### src/rtl/boot_rom_pkg.sv
package boot_rom_pkg;

  localparam int ADDR_W  = 32;
  localparam int NUM_WIN = 4;

  // Index of each decode window in the hit vector
  localparam int WIN_LO      = 0;
  localparam int WIN_LO_WIDE = 1;
  localparam int WIN_HI      = 2;
  localparam int WIN_HI_WIDE = 3;

  typedef struct packed {
    logic claim;
    logic cs_n;
    logic rd_n;
    logic mw_n;
    logic wr_n;
  } isa_strobe_t;

  function automatic isa_strobe_t idle_strobes();
    isa_strobe_t s;
    s.claim = 1'b0;
    s.cs_n  = 1'b1;
    s.rd_n  = 1'b1;
    s.mw_n  = 1'b1;
    s.wr_n  = 1'b1;
    return s;
  endfunction

endpackage

### src/rtl/boot_rom_window.sv
module boot_rom_window #(
  parameter int               AW        = 32,
  parameter logic [AW-1:0]    BASE      = '0,
  parameter int               SPAN_BITS = 16
) (
  input  logic [AW-1:0] addr,
  input  logic          en,
  output logic          hit
);
  // Upper bits above the window span must equal the base
  localparam logic [AW-1:0] CMP_MASK = ~((AW'(1) << SPAN_BITS) - AW'(1));

  always_comb begin
    hit = en && (((addr ^ BASE) & CMP_MASK) == '0);
  end
endmodule

### src/rtl/boot_rom_addr_decode.sv
module boot_rom_addr_decode #(
  parameter int            AW           = 32,
  parameter logic [AW-1:0] LO_BASE      = 32'h000F_0000,
  parameter int            LO_SPAN      = 16,
  parameter logic [AW-1:0] LO_WIDE_BASE = 32'h000E_0000,
  parameter int            LO_WIDE_SPAN = 17,
  parameter logic [AW-1:0] HI_BASE      = 32'hFFFC_0000,
  parameter int            HI_SPAN      = 18,
  parameter logic [AW-1:0] HI_WIDE_BASE = 32'hFF00_0000,
  parameter int            HI_WIDE_SPAN = 24
) (
  input  logic [AW-1:0] addr,
  input  logic          lo_wide_en,
  input  logic          hi_wide_en,
  output logic          hit
);
  import boot_rom_pkg::*;

  logic [NUM_WIN-1:0] win_en;
  logic [NUM_WIN-1:0] win_hit;

  always_comb begin
    win_en              = '0;
    win_en[WIN_LO]      = 1'b1;
    win_en[WIN_HI]      = 1'b1;
    win_en[WIN_LO_WIDE] = lo_wide_en;
    win_en[WIN_HI_WIDE] = hi_wide_en;
  end

  for (genvar i = 0; i < NUM_WIN; i++) begin : g_win
    localparam logic [AW-1:0] W_BASE =
      (i == WIN_LO)      ? LO_BASE      :
      (i == WIN_LO_WIDE) ? LO_WIDE_BASE :
      (i == WIN_HI)      ? HI_BASE      : HI_WIDE_BASE;
    localparam int W_SPAN =
      (i == WIN_LO)      ? LO_SPAN      :
      (i == WIN_LO_WIDE) ? LO_WIDE_SPAN :
      (i == WIN_HI)      ? HI_SPAN      : HI_WIDE_SPAN;

    boot_rom_window #(
      .AW        (AW),
      .BASE      (W_BASE),
      .SPAN_BITS (W_SPAN)
    ) u_win (
      .addr (addr),
      .en   (win_en[i]),
      .hit  (win_hit[i])
    );
  end

  always_comb begin
    hit = |win_hit;
  end
endmodule

### src/rtl/boot_rom_width_reg.sv
module boot_rom_width_reg (
  input  logic clk,
  input  logic rst,
  input  logic strap,
  input  logic set,
  input  logic set_val,
  output logic width16
);
  // Strap followed while reset is held; last sampled value survives release
  always_ff @(posedge clk) begin
    if (rst) begin
      width16 <= strap;
    end else if (set) begin
      width16 <= set_val;
    end
  end
endmodule

### src/rtl/boot_rom_strobe_gen.sv
module boot_rom_strobe_gen (
  input  logic                      clk,
  input  logic                      rst,
  input  logic                      valid,
  input  logic                      write,
  input  logic                      hit,
  input  logic                      flash_we,
  output boot_rom_pkg::isa_strobe_t strb
);
  import boot_rom_pkg::*;

  isa_strobe_t nxt;

  always_comb begin
    nxt = idle_strobes();
    if (valid && hit) begin
      nxt.claim = 1'b1;
      if (!write) begin
        nxt.cs_n = 1'b0;
        nxt.rd_n = 1'b0;
      end else if (flash_we) begin
        nxt.cs_n = 1'b0;
        nxt.mw_n = 1'b0;
        nxt.wr_n = 1'b0;
      end
    end
  end

  always_ff @(posedge clk) begin
    if (rst) begin
      strb <= idle_strobes();
    end else begin
      strb <= nxt;
    end
  end
endmodule

### src/rtl/boot_rom_decoder.sv
module boot_rom_decoder #(
  parameter int                ADDR_W       = boot_rom_pkg::ADDR_W,
  parameter logic [ADDR_W-1:0] LO_BASE      = 32'h000F_0000,
  parameter int                LO_SPAN      = 16,
  parameter logic [ADDR_W-1:0] LO_WIDE_BASE = 32'h000E_0000,
  parameter int                LO_WIDE_SPAN = 17,
  parameter logic [ADDR_W-1:0] HI_BASE      = 32'hFFFC_0000,
  parameter int                HI_SPAN      = 18,
  parameter logic [ADDR_W-1:0] HI_WIDE_BASE = 32'hFF00_0000,
  parameter int                HI_WIDE_SPAN = 24
) (
  input  logic              clk,
  input  logic              rst,
  input  logic              req_valid,
  input  logic [ADDR_W-1:0] req_addr,
  input  logic              req_write,
  input  logic              cfg_lo_wide_en,
  input  logic              cfg_hi_wide_en,
  input  logic              cfg_flash_we,
  input  logic              cfg_width_set,
  input  logic              cfg_width_val,
  input  logic              strap_width16,
  output logic              rom_claim,
  output logic              rom_cs_n,
  output logic              mem_rd_n,
  output logic              mem_wr_n,
  output logic              wr_n,
  output logic              rom_width16
);
  import boot_rom_pkg::*;

  logic        addr_hit;
  isa_strobe_t strb;

  boot_rom_addr_decode #(
    .AW           (ADDR_W),
    .LO_BASE      (LO_BASE),
    .LO_SPAN      (LO_SPAN),
    .LO_WIDE_BASE (LO_WIDE_BASE),
    .LO_WIDE_SPAN (LO_WIDE_SPAN),
    .HI_BASE      (HI_BASE),
    .HI_SPAN      (HI_SPAN),
    .HI_WIDE_BASE (HI_WIDE_BASE),
    .HI_WIDE_SPAN (HI_WIDE_SPAN)
  ) u_dec (
    .addr       (req_addr),
    .lo_wide_en (cfg_lo_wide_en),
    .hi_wide_en (cfg_hi_wide_en),
    .hit        (addr_hit)
  );

  boot_rom_strobe_gen u_strb (
    .clk      (clk),
    .rst      (rst),
    .valid    (req_valid),
    .write    (req_write),
    .hit      (addr_hit),
    .flash_we (cfg_flash_we),
    .strb     (strb)
  );

  boot_rom_width_reg u_width (
    .clk     (clk),
    .rst     (rst),
    .strap   (strap_width16),
    .set     (cfg_width_set),
    .set_val (cfg_width_val),
    .width16 (rom_width16)
  );

  assign rom_claim = strb.claim;
  assign rom_cs_n  = strb.cs_n;
  assign mem_rd_n  = strb.rd_n;
  assign mem_wr_n  = strb.mw_n;
  assign wr_n      = strb.wr_n;
endmodule

### config.mk
export PLATFORM = sky130hd
export DESIGN_NAME = boot_rom_decoder
export DESIGN_NICKNAME = d
export VERILOG_FILES = /design/src/rtl/boot_rom_pkg.sv /design/src/rtl/boot_rom_window.sv /design/src/rtl/boot_rom_addr_decode.sv /design/src/rtl/boot_rom_width_reg.sv /design/src/rtl/boot_rom_strobe_gen.sv /design/src/rtl/boot_rom_decoder.sv
export SDC_FILE = /design/constraint.sdc
export NUM_CORES = 1
export LEC_CHECK = 0
export ABC_AREA = 1
export BUFFER_PORTS_ARGS = -buffer_cell sky130_fd_sc_hd__buf_2
export CAP_MARGIN = 20
export CELL_PAD_IN_SITES_DETAIL_PLACEMENT = 2
export CELL_PAD_IN_SITES_GLOBAL_PLACEMENT = 2
export CORE_MARGIN = 3
export CORE_UTILIZATION = 10
export DETAILED_ROUTE_END_ITERATION = 7
export HOLD_SLACK_MARGIN = 0.12
export MAX_ROUTING_LAYER = met4
export PLACE_DENSITY = 0.82
export SYNTH_ARGS = -nofsm -noshare
export SYNTH_HDL_FRONTEND = slang
export SYNTH_SLANG_ARGS = --single-unit
### constraint.sdc
create_clock -name clk -period 0.89 [get_ports clk]
set_input_delay 0.178 -clock clk [delete_from_list [all_inputs] [get_ports clk]]
set_output_delay 0.178 -clock clk [all_outputs]
set_load 0.01 [all_outputs]
==> run summary, run 1 <==
Core Area -> 2877 um2
IO Port Bufs -> 31
Crit-path cells -> buf_2
Largest net degree at the start of global routing -> 4
Clock share of power -> 42.5%
Worst Hold End -> u_strb.strb[2]$_SDFF_PP1_
Most common cell after layout, fill and taps aside -> buf_2
Vias -> 445
CP max stage cell -> edfxtp_1
RD Place Congestion -> 0.6544
CP Buf/Inv Count -> 1
Final instance area -> 564.3 um2
Setup CP Type -> reg2out
Violated checks -> setup timing
Worst hold start -> req_write
Met1 Track Usage GR -> 5.315%
Max-slew violations -> 0
Placed Instance Area -> 516.7 um2
First DRT Iteration DRCs -> 5
Yosys warns -> 0
Fin Hold WS -> 0.1792 ns
Internal -> 0.4659 mW
Post-synth net total -> 91
Maxcap violations -> 0
Worst Path Arrival -> 0.74 ns
Cell Pwr Density -> 1088 nW/um2
Crit path time final -> 0.9171 ns
Startpoint Class -> register
Hold WC Path Type -> in2reg
Initial Util -> 11.00%
DRC viols -> 0
Post-route ant nets -> 0
Drt wl/cell -> 8.792 um
Hold path depth -> 3
Site row count -> 19
Critical Path Sink Type -> output pin
Pre-CTS worst setup slack -> -0.07215 ns
Clock sinks -> 5
Synth cell types -> 16
TritonCTS clock tree -> yes
First-pass GRT wire length -> 1.966 mm
H-Tree Depth -> 1
Diodes inserted -> 0
Mapped cell area -> 316.6 um2
Status -> finished with violations
Detailed placer's ending HPWL -> 1.061 mm
Worst-margin pin slew -> 0.2318 ns
Fin cells -> 125
Layout cells sized above 1 -> 51.81%
Final setup fails -> 1
Hold Fails Final Rpt -> 0
CTS clk-pin slew, worst paths -> 0.04 ns
Number of global-route vias before repair -> 540
Syn-to-layout area delta -> 78.26%
Layout filler cell count -> 341
Commonest cells after routing, fill and taps aside -> buf_2, nand2_1, inv_1
Clock tree buffer depth -> 2
Root Buffer -> clkbuf_4
Overall Global Routing Usage -> 6.579%
Inst Count DP -> 121
Flop pwr share -> 38.9%
Slowest cell delay on critical path -> 0.35 ns
Met3 Track Usage GR -> 3.243%
Initial antenna violation count -> 0
Busiest layer in global routing -> met2
Final worst slack -> -0.02708 ns
Worst relative slew slack -> 84.43%
Io pins -> 48
Die H -> 62.27 um
Yosys reg bits -> 5
# Post-CTS Setup Buffers -> 0
Req. time, crit path -> 0.71 ns
Die area -> 3877 um2
Clock buffer count from CTS -> 3
Final worst path period share -> 103.0%
RSZ-0062 raised after global routing -> true
Fmax achieved -> 1090 MHz
Post-Route WL -> 1.099 mm
Gr ovfl total -> 0
Psw -> 0.1479 mW
Mapped Cells -> 49
Drt pass-1 iters -> 4
Syn avg cell area -> 6.460 um2
CP Max Fanout -> 1
Met2 Use GR -> 12.63%
Final nets -> 126
Static leakage -> 0.2911 nW
Vias/cell -> 3.560
Die Width -> 62.27 um
Combinational share of power -> 18.5%
Crit-path leading delay family -> flip-flops
Seq/Total Area, Yosys -> 34.78%
Worst vdd ir -> 0.4402 mV
Switching share of total power -> 24.09%
-- how the worst max path moves through the flow --
stage	end	slack [ns]	startpoint	cells after the start
after global placement	u_strb.strb[0]$_SDFF_PP1_	-0.05	req_addr[20]	7
after detailed placement	u_strb.strb[3]$_SDFF_PP1_	-0.07	req_addr[20]	7
after CTS	rom_width16	-0.05	u_width.width16$_DFFE_PP_	1
after floorplan	u_strb.strb[0]$_SDFF_PP1_	0.15	req_addr[25]	6
final	rom_width16	-0.03	u_width.width16$_DFFE_PP_	1
after global routing	rom_width16	-0.08	u_width.width16$_DFFE_PP_	1
-- flip-flops by register name, indices dropped and copies added, names as in the netlist --
signal and flops:
u_width.width16 1, u_strb.strb 4
-- metrics by stage --
step	power, mW	util, %	setup TNS (ns)
4_1_cts	0.6368	18.88	-0.04980
5_1_grt	0.6738	19.62	-0.08141
3_3_place_gp	0.3535	17.96	-0.1419
6_report	0.6137	19.62	-0.02708
3_5_place_dp	0.3605	17.96	-0.2410
2_1_floorplan	0.2818	-	0
-- timing repair --
| item | 4_1_cts | 5_1_grt |
|---|---|---|
| resized for setup | 0 | 5 |
| hold buffers | 0 | 0 |
| setup endpoints to repair | 1 | 4 |
-- kinds of logic after synthesis --
group                  synth area share, %
DFF                                  34.78
and+or+nand+nor                      49.01
buffers and inverters                13.04
AOI/OAI and AO/OA                    3.159
-- synth_stat cells (all sizes together) --
| cell | instances | area, um2 |
|---|---|---|
| nand2 | 14 | 57.55 |
| inv | 9 | 33.78 |
| nor2 | 8 | 37.54 |
| nand3 | 5 | 30.03 |
| dfxtp | 4 | 80.08 |
| nand4 | 2 | 12.51 |
| or2 | 2 | 12.51 |
| a21oi | 1 | 5.000 |
| buf | 1 | 7.510 |
| edfxtp | 1 | 30.03 |
| nor3 | 1 | 5.000 |
| o21ai | 1 | 5.000 |
-- layer usage --
layer  up-vias  part of all wire (%)  routed length (um)
li1        218                     -                   -
met1       204                    35                 386
met2        23                    58                 634
met3         0                   7.1                  78
met4         0                     0                   0
met5         -                     0                   0
-- power groups by stage --
stage | clock network [mW] | registers [mW] | logic, mW
6_report | 0.261 | 0.239 | 0.114
5_1_grt | 0.305 | 0.239 | 0.130
4_1_cts | 0.280 | 0.239 | 0.118
3_5_place_dp | 0 | 0.243 | 0.117
3_3_place_gp | 0 | 0.243 | 0.110
2_1_floorplan | 0 | 0.246 | 0.0356
-- cell type report --
type / instances / area [um2] / area share (%)
clock buffer: 4 / 26.28 / 4.656
inverter: 9 / 33.78 / 5.987
multi-input combinational: 34 / 165.2 / 29.27
sequential: 5 / 112.6 / 19.96
tap: 42 / 52.55 / 9.313
timing repair buffer: 31 / 173.9 / 30.82
No activity file was read; power rests on OpenSTA's default activity.
==> run 2: changes to the inputs <==
- CTS_BUF_LIST: default -> sky130_fd_sc_hd__clkbuf_4 sky130_fd_sc_hd__clkbuf_8 sky130_fd_sc_hd__clkbuf_16
- GPL_TIMING_DRIVEN: default -> 0
==> run 2 against run 1 <==
Against the previous run:
- the flow still finishes with violations (setup timing)
- global-route usage grew 0.12 points
- non-clock buffer count unchanged
- largest cell class unchanged
- worst hold slack got worse by 0.012 ns
- largest power group unchanged
==> run summary, run 2 (synthesized netlist as in run 1, its figures left out) <==
Status -> finished with violations
Violated checks -> setup timing
Gr ovfl total -> 0 (unchanged)
Drt wl/cell -> 9.000 um (+2.4%)
Initial antenna violation count -> 0 (unchanged)
CP Buf/Inv Count -> 1 (unchanged)
Worst Path Arrival -> 0.74 ns (about the same)
Root Buffer -> clkbuf_4
Detailed placer's ending HPWL -> 1.080 mm (+1.8%)
Commonest cells after routing, fill and taps aside -> buf_2, nand2_1, inv_1
Diodes inserted -> 0 (unchanged)
TritonCTS clock tree -> yes
Fmax achieved -> 1093 MHz (+0.25%)
Slowest cell delay on critical path -> 0.35 ns (about the same)
Layout filler cell count -> 353 (+3.5%)
CTS clk-pin slew, worst paths -> 0.04 ns (about the same)
Post-Route WL -> 1.125 mm (+2.4%)
Inst Count DP -> 122 (+0.83%)
Vias/cell -> 3.416 (-4.0%)
RD Place Congestion -> 0.6576 (+0.49%)
Syn-to-layout area delta -> 79.45%
Initial Util -> 11.00% (unchanged)
Hold path depth -> 3 (unchanged)
Clock tree buffer depth -> 2 (unchanged)
Clock sinks -> 5 (unchanged)
RSZ-0062 raised after global routing -> true
Core Area -> 2877 um2 (unchanged)
First DRT Iteration DRCs -> 8 (+3)
IO Port Bufs -> 31 (unchanged)
Final core utilization -> 19.75% (+0.13 points)
CP Max Fanout -> 1 (unchanged)
Fin cells -> 125 (unchanged)
Clock buffer count from CTS -> 3 (unchanged)
Crit path time final -> 0.9148 ns (-0.002325 ns)
Final setup fails -> 1 (unchanged)
Maxcap violations -> 0 (unchanged)
Max-slew violations -> 0 (unchanged)
Post-route ant nets -> 0 (unchanged)
Number of global-route vias before repair -> 511 (-5.4%)
Most flops, register -> u_strb.strb
Hold Fails Final Rpt -> 0 (unchanged)
Critical Path Sink Type -> output pin
Io pins -> 48 (unchanged)
Worst relative slew slack -> 83.92% (-0.51 points)
First-pass GRT wire length -> 1.973 mm (+0.36%)
Hold WC Path Type -> in2reg
Largest net degree at the start of global routing -> 4 (unchanged)
Overall Global Routing Usage -> 6.695% (+0.12 points)
Die area -> 3877 um2 (unchanged)
Static leakage -> 0.2946 nW (+1.2%)
CP max stage cell -> edfxtp_1
Final worst slack -> -0.02476 ns (+0.002325 ns)
Req. time, crit path -> 0.71 ns (about the same)
Final nets -> 126 (unchanged)
H-Tree Depth -> 1 (unchanged)
Top Registers -> u_strb.strb x4, u_width.width16 x1
Most common cell after layout, fill and taps aside -> buf_2
Largest register FFs -> 4 (unchanged)
Hold-fix buffers at CTS -> 0 (unchanged)
Die Width -> 62.27 um (unchanged)
Site row count -> 19 (unchanged)
Cell Pwr Density -> 1138 nW/um2 (+4.6%)
# Post-CTS Setup Buffers -> 0 (unchanged)
Worst vdd ir -> 0.3778 mV (-14%)
Final worst path period share -> 102.8% (-0.26 points)
Crit-path leading delay family -> flip-flops
DRC viols -> 0 (unchanged)
Vias -> 427 (-4.0%)
Layout cells sized above 1 -> 53.01% (+1.2 points)
Worst-margin pin slew -> 0.2394 ns (+0.007579 ns)
Worst Hold End -> u_strb.strb[2]$_SDFF_PP1_
Startpoint Class -> register
Final Power -> 0.6462 mW (+5.3%)
Setup CP Type -> reg2out
Drt pass-1 iters -> 4 (unchanged)
Crit-path cells -> buf_2
Worst hold start -> req_write
Die H -> 62.27 um (unchanged)
-- run 2: cell counts in the layout (fill, tap and decap cells not counted) --
Identical to the previous run, type by type.
-- run 2: worst max path at each step --
stage	from	end	slack, ns	cells after the start
floorplan	req_addr[25]	u_strb.strb[0]$_SDFF_PP1_	0.15	6
global placement	req_addr[20]	u_strb.strb[0]$_SDFF_PP1_	-0.05	7
detailed placement	req_addr[20]	u_strb.strb[3]$_SDFF_PP1_	-0.11	7
CTS	u_width.width16$_DFFE_PP_	rom_width16	-0.05	1
global route	u_width.width16$_DFFE_PP_	rom_width16	-0.08	1
finish	u_width.width16$_DFFE_PP_	rom_width16	-0.02	1
-- run 2: final cells by class --
type                            instances  area (um2)  area share, %
Clock buffer                            4       30.03          5.286
Inverter                                9       33.78          5.947
Multi-Input combinational cell         34       165.2          29.07
Sequential cell                         5       112.6          19.82
Tap cell                               42       52.55          9.251
Timing Repair Buffer                   31       173.9          30.62
-- run 2: per-stage QoR --
| stage | area [um2] | setup slack [ns] | hold WS, ns | TNS [ns] |
|---|---|---|---|---|
| final | 568.0 | -0.02476 | 0.1668 | -0.02476 |
| after global routing | 568.0 | -0.07817 | 0.1837 | -0.08441 |
| after CTS | 554.3 | -0.04559 | 0.1636 | -0.04559 |
| after detailed placement | 524.3 | -0.1051 | 0.4178 | -0.3285 |
| after global placement | 524.3 | -0.04654 | 0.4069 | -0.1415 |
| after floorplan | 316.6 | 0.1498 | 0.2929 | 0 |
-- run 2: power by group --
group	internal, mW	switching [mW]
clock	0.200	0.0939
sequential	0.238	0.00103
combinational	0.0585	0.0550
total	0.496	0.150
-- run 2: metal layers --
layer / global-route usage, % / vias up / share of wire (%)
met4: 2.479 / 0 / 0
met1: 5.423 / 188 / 35
met3: 3.063 / 0 / 7.6
met2: 13.04 / 22 / 57
met5: - / - / 0
li1: - / 217 / -
-- run 2: repair_timing --
action,4_1_cts,5_1_grt
gates resized for setup,2,3
endpoints found under the setup margin,2,3
cloned,0,0
==> run 3: changes to the inputs <==
- REMOVE_ABC_BUFFERS: default -> 1
==> run 3 against run 2 <==
Against the previous run:
- the flow still finishes with violations (setup timing)
- highest routed layer is now met4
- non-clock buffer count is the same
- power about the same
- final area fell by 3.3%
- sequential cell count stayed put
- worst setup slack gained 0.0019 ns
- sequential share of layout area up 0.68 points
- largest cell class is now multi-input combinational cells
- combinational power about the same
- routed wire length barely moved
- die area unchanged
- via count up 1.4%
- count of clock-buffer cells in the layout stayed put
- core utilization fell by 0.65 points
==> run summary, run 3 (synthesized netlist as in run 1, its figures left out) <==
DRC viols -> 0 (unchanged)
Die Width -> 62.27 um (unchanged)
Max-slew violations -> 0 (unchanged)
Final worst slack -> -0.02285 ns (+0.001912 ns)
Static leakage -> 0.2867 nW (-2.7%)
Die H -> 62.27 um (unchanged)
Detailed placer's ending HPWL -> 1.066 mm (-1.3%)
Final worst path period share -> 102.6% (-0.21 points)
Worst relative slew slack -> 84.80% (+0.88 points)
Largest net degree at the start of global routing -> 4 (unchanged)
Drt wl/cell -> 8.992 um (about the same)
Slowest cell delay on critical path -> 0.35 ns (about the same)
Crit path time final -> 0.9128 ns (-0.001912 ns)
Number of global-route vias before repair -> 475 (-7.0%)
Final setup fails -> 1 (unchanged)
Initial antenna violation count -> 0 (unchanged)
Final core utilization -> 19.10% (-0.65 points)
Worst vdd ir -> 0.4040 mV (+6.9%)
Hold-fix buffers at CTS -> 0 (unchanged)
Worst Path Arrival -> 0.73 ns (about the same)
Most common cell after layout, fill and taps aside -> buf_2
Hold Fails Final Rpt -> 0 (unchanged)
Vias -> 433 (+1.4%)
CP max stage cell -> edfxtp_1
Startpoint Class -> register
Drt pass-1 iters -> 2 (-2)
Initial Util -> 11.00% (unchanged)
Gr ovfl total -> 0 (unchanged)
TritonCTS clock tree -> yes
Setup TNS -> -0.02285 ns (+0.001912 ns)
Maxcap violations -> 0 (unchanged)
First-pass GRT wire length -> 1.966 mm (-0.35%)
# Post-CTS Setup Buffers -> 0 (unchanged)
Fmax achieved -> 1095 MHz (+0.21%)
Final instance area -> 549.3 um2 (-3.3%)
H-Tree Depth -> 1 (unchanged)
Commonest cells after routing, fill and taps aside -> buf_2, nand2_1, inv_1
Vias/cell -> 3.464 (+1.4%)
CTS clk-pin slew, worst paths -> 0.04 ns (about the same)
Final nets -> 126 (unchanged)
Clock tree buffer depth -> 2 (unchanged)
Overall Global Routing Usage -> 6.618% (-0.077 points)
Layout filler cell count -> 354 (+0.28%)
Crit-path leading delay family -> flip-flops
Post-route ant nets -> 0 (unchanged)
Cell Pwr Density -> 1177 nW/um2 (+3.5%)
Critical Path Sink Type -> output pin
IO Port Bufs -> 31 (unchanged)
Crit-path cells -> buf_2
Req. time, crit path -> 0.71 ns (about the same)
Syn-to-layout area delta -> 73.52%
Post-Route WL -> 1.124 mm (about the same)
Io pins -> 48 (unchanged)
Most flops, register -> u_strb.strb
Violated checks -> setup timing
RSZ-0062 raised after global routing -> true
Core Area -> 2877 um2 (unchanged)
RD Place Congestion -> 0.6154 (-6.4%)
CP Max Fanout -> 1 (unchanged)
Largest register FFs -> 4 (unchanged)
Placed Instance Area -> 516.7 um2 (-1.4%)
CP Buf/Inv Count -> 1 (unchanged)
Die area -> 3877 um2 (unchanged)
Hold WC Path Type -> in2reg
Setup CP Type -> reg2out
Site row count -> 19 (unchanged)
Clock buffer count from CTS -> 3 (unchanged)
Diodes inserted -> 0 (unchanged)
Layout cells sized above 1 -> 53.01% (unchanged)
Status -> finished with violations
Top Registers -> u_strb.strb x4, u_width.width16 x1
Clock sinks -> 5 (unchanged)
Worst-margin pin slew -> 0.2263 ns (-0.01308 ns)
Root Buffer -> clkbuf_4
First DRT Iteration DRCs -> 1 (-7)
## run 3: cell count changes in the layout (fill, tap and decap cells not counted)
cell	previous run	this run
buf_2	28	31
buf_6	3	0
## run 3: report_power, final
group          switching, mW  total, mW  internal (mW)  leakage [nW]
clock network         0.0930      0.293          0.200        0.0184
logic                 0.0563      0.115         0.0586         0.226
registers           0.000998      0.239          0.238        0.0426
## run 3: area by class of cell
cell class / count / area, um2 / area share (%)
Multi-Input combinational cell: 34 / 165.2 / 30.07
Timing Repair Buffer: 31 / 155.1 / 28.25
Sequential cell: 5 / 112.6 / 20.50
Tap cell: 42 / 52.55 / 9.567
Inverter: 9 / 33.78 / 6.150
Clock buffer: 4 / 30.03 / 5.467
## run 3: routing by layer
layer  GRT usage, %  vias up  share of wire, %
met2          10.35       25                49
met1          6.941      189                41
met4          4.132        0               1.8
met3          2.703        2               7.9
li1               -      217                 -
met5              -        -                 0
## run 3: path summary, 6_finish.rpt
check	endpoint	from	slack (ns)	depth (start not counted)
setup / recovery	rom_width16	u_width.width16$_DFFE_PP_	-0.02	1
hold / removal	u_strb.strb[2]$_SDFF_PP1_	req_write	0.16	3
## run 3: stage by stage
step | hold WS [ns] | worst slack [ns] | std cells | total power, mW
after floorplan | 0.2929 | 0.1498 | 48 | 0.2818
after global placement | 0.4060 | -0.05769 | 121 | 0.3545
after detailed placement | 0.4124 | -0.09448 | 121 | 0.3609
after CTS | 0.1554 | -0.04293 | 125 | 0.6704
after global routing | 0.1803 | -0.07116 | 125 | 0.7030
final | 0.1624 | -0.02285 | 125 | 0.6466
## run 3: timing repair
action	in CTS	in global routing
pin swaps	0	0
endpoints found under the setup margin	1	4
resized for setup	0	2
gates cloned	0	0
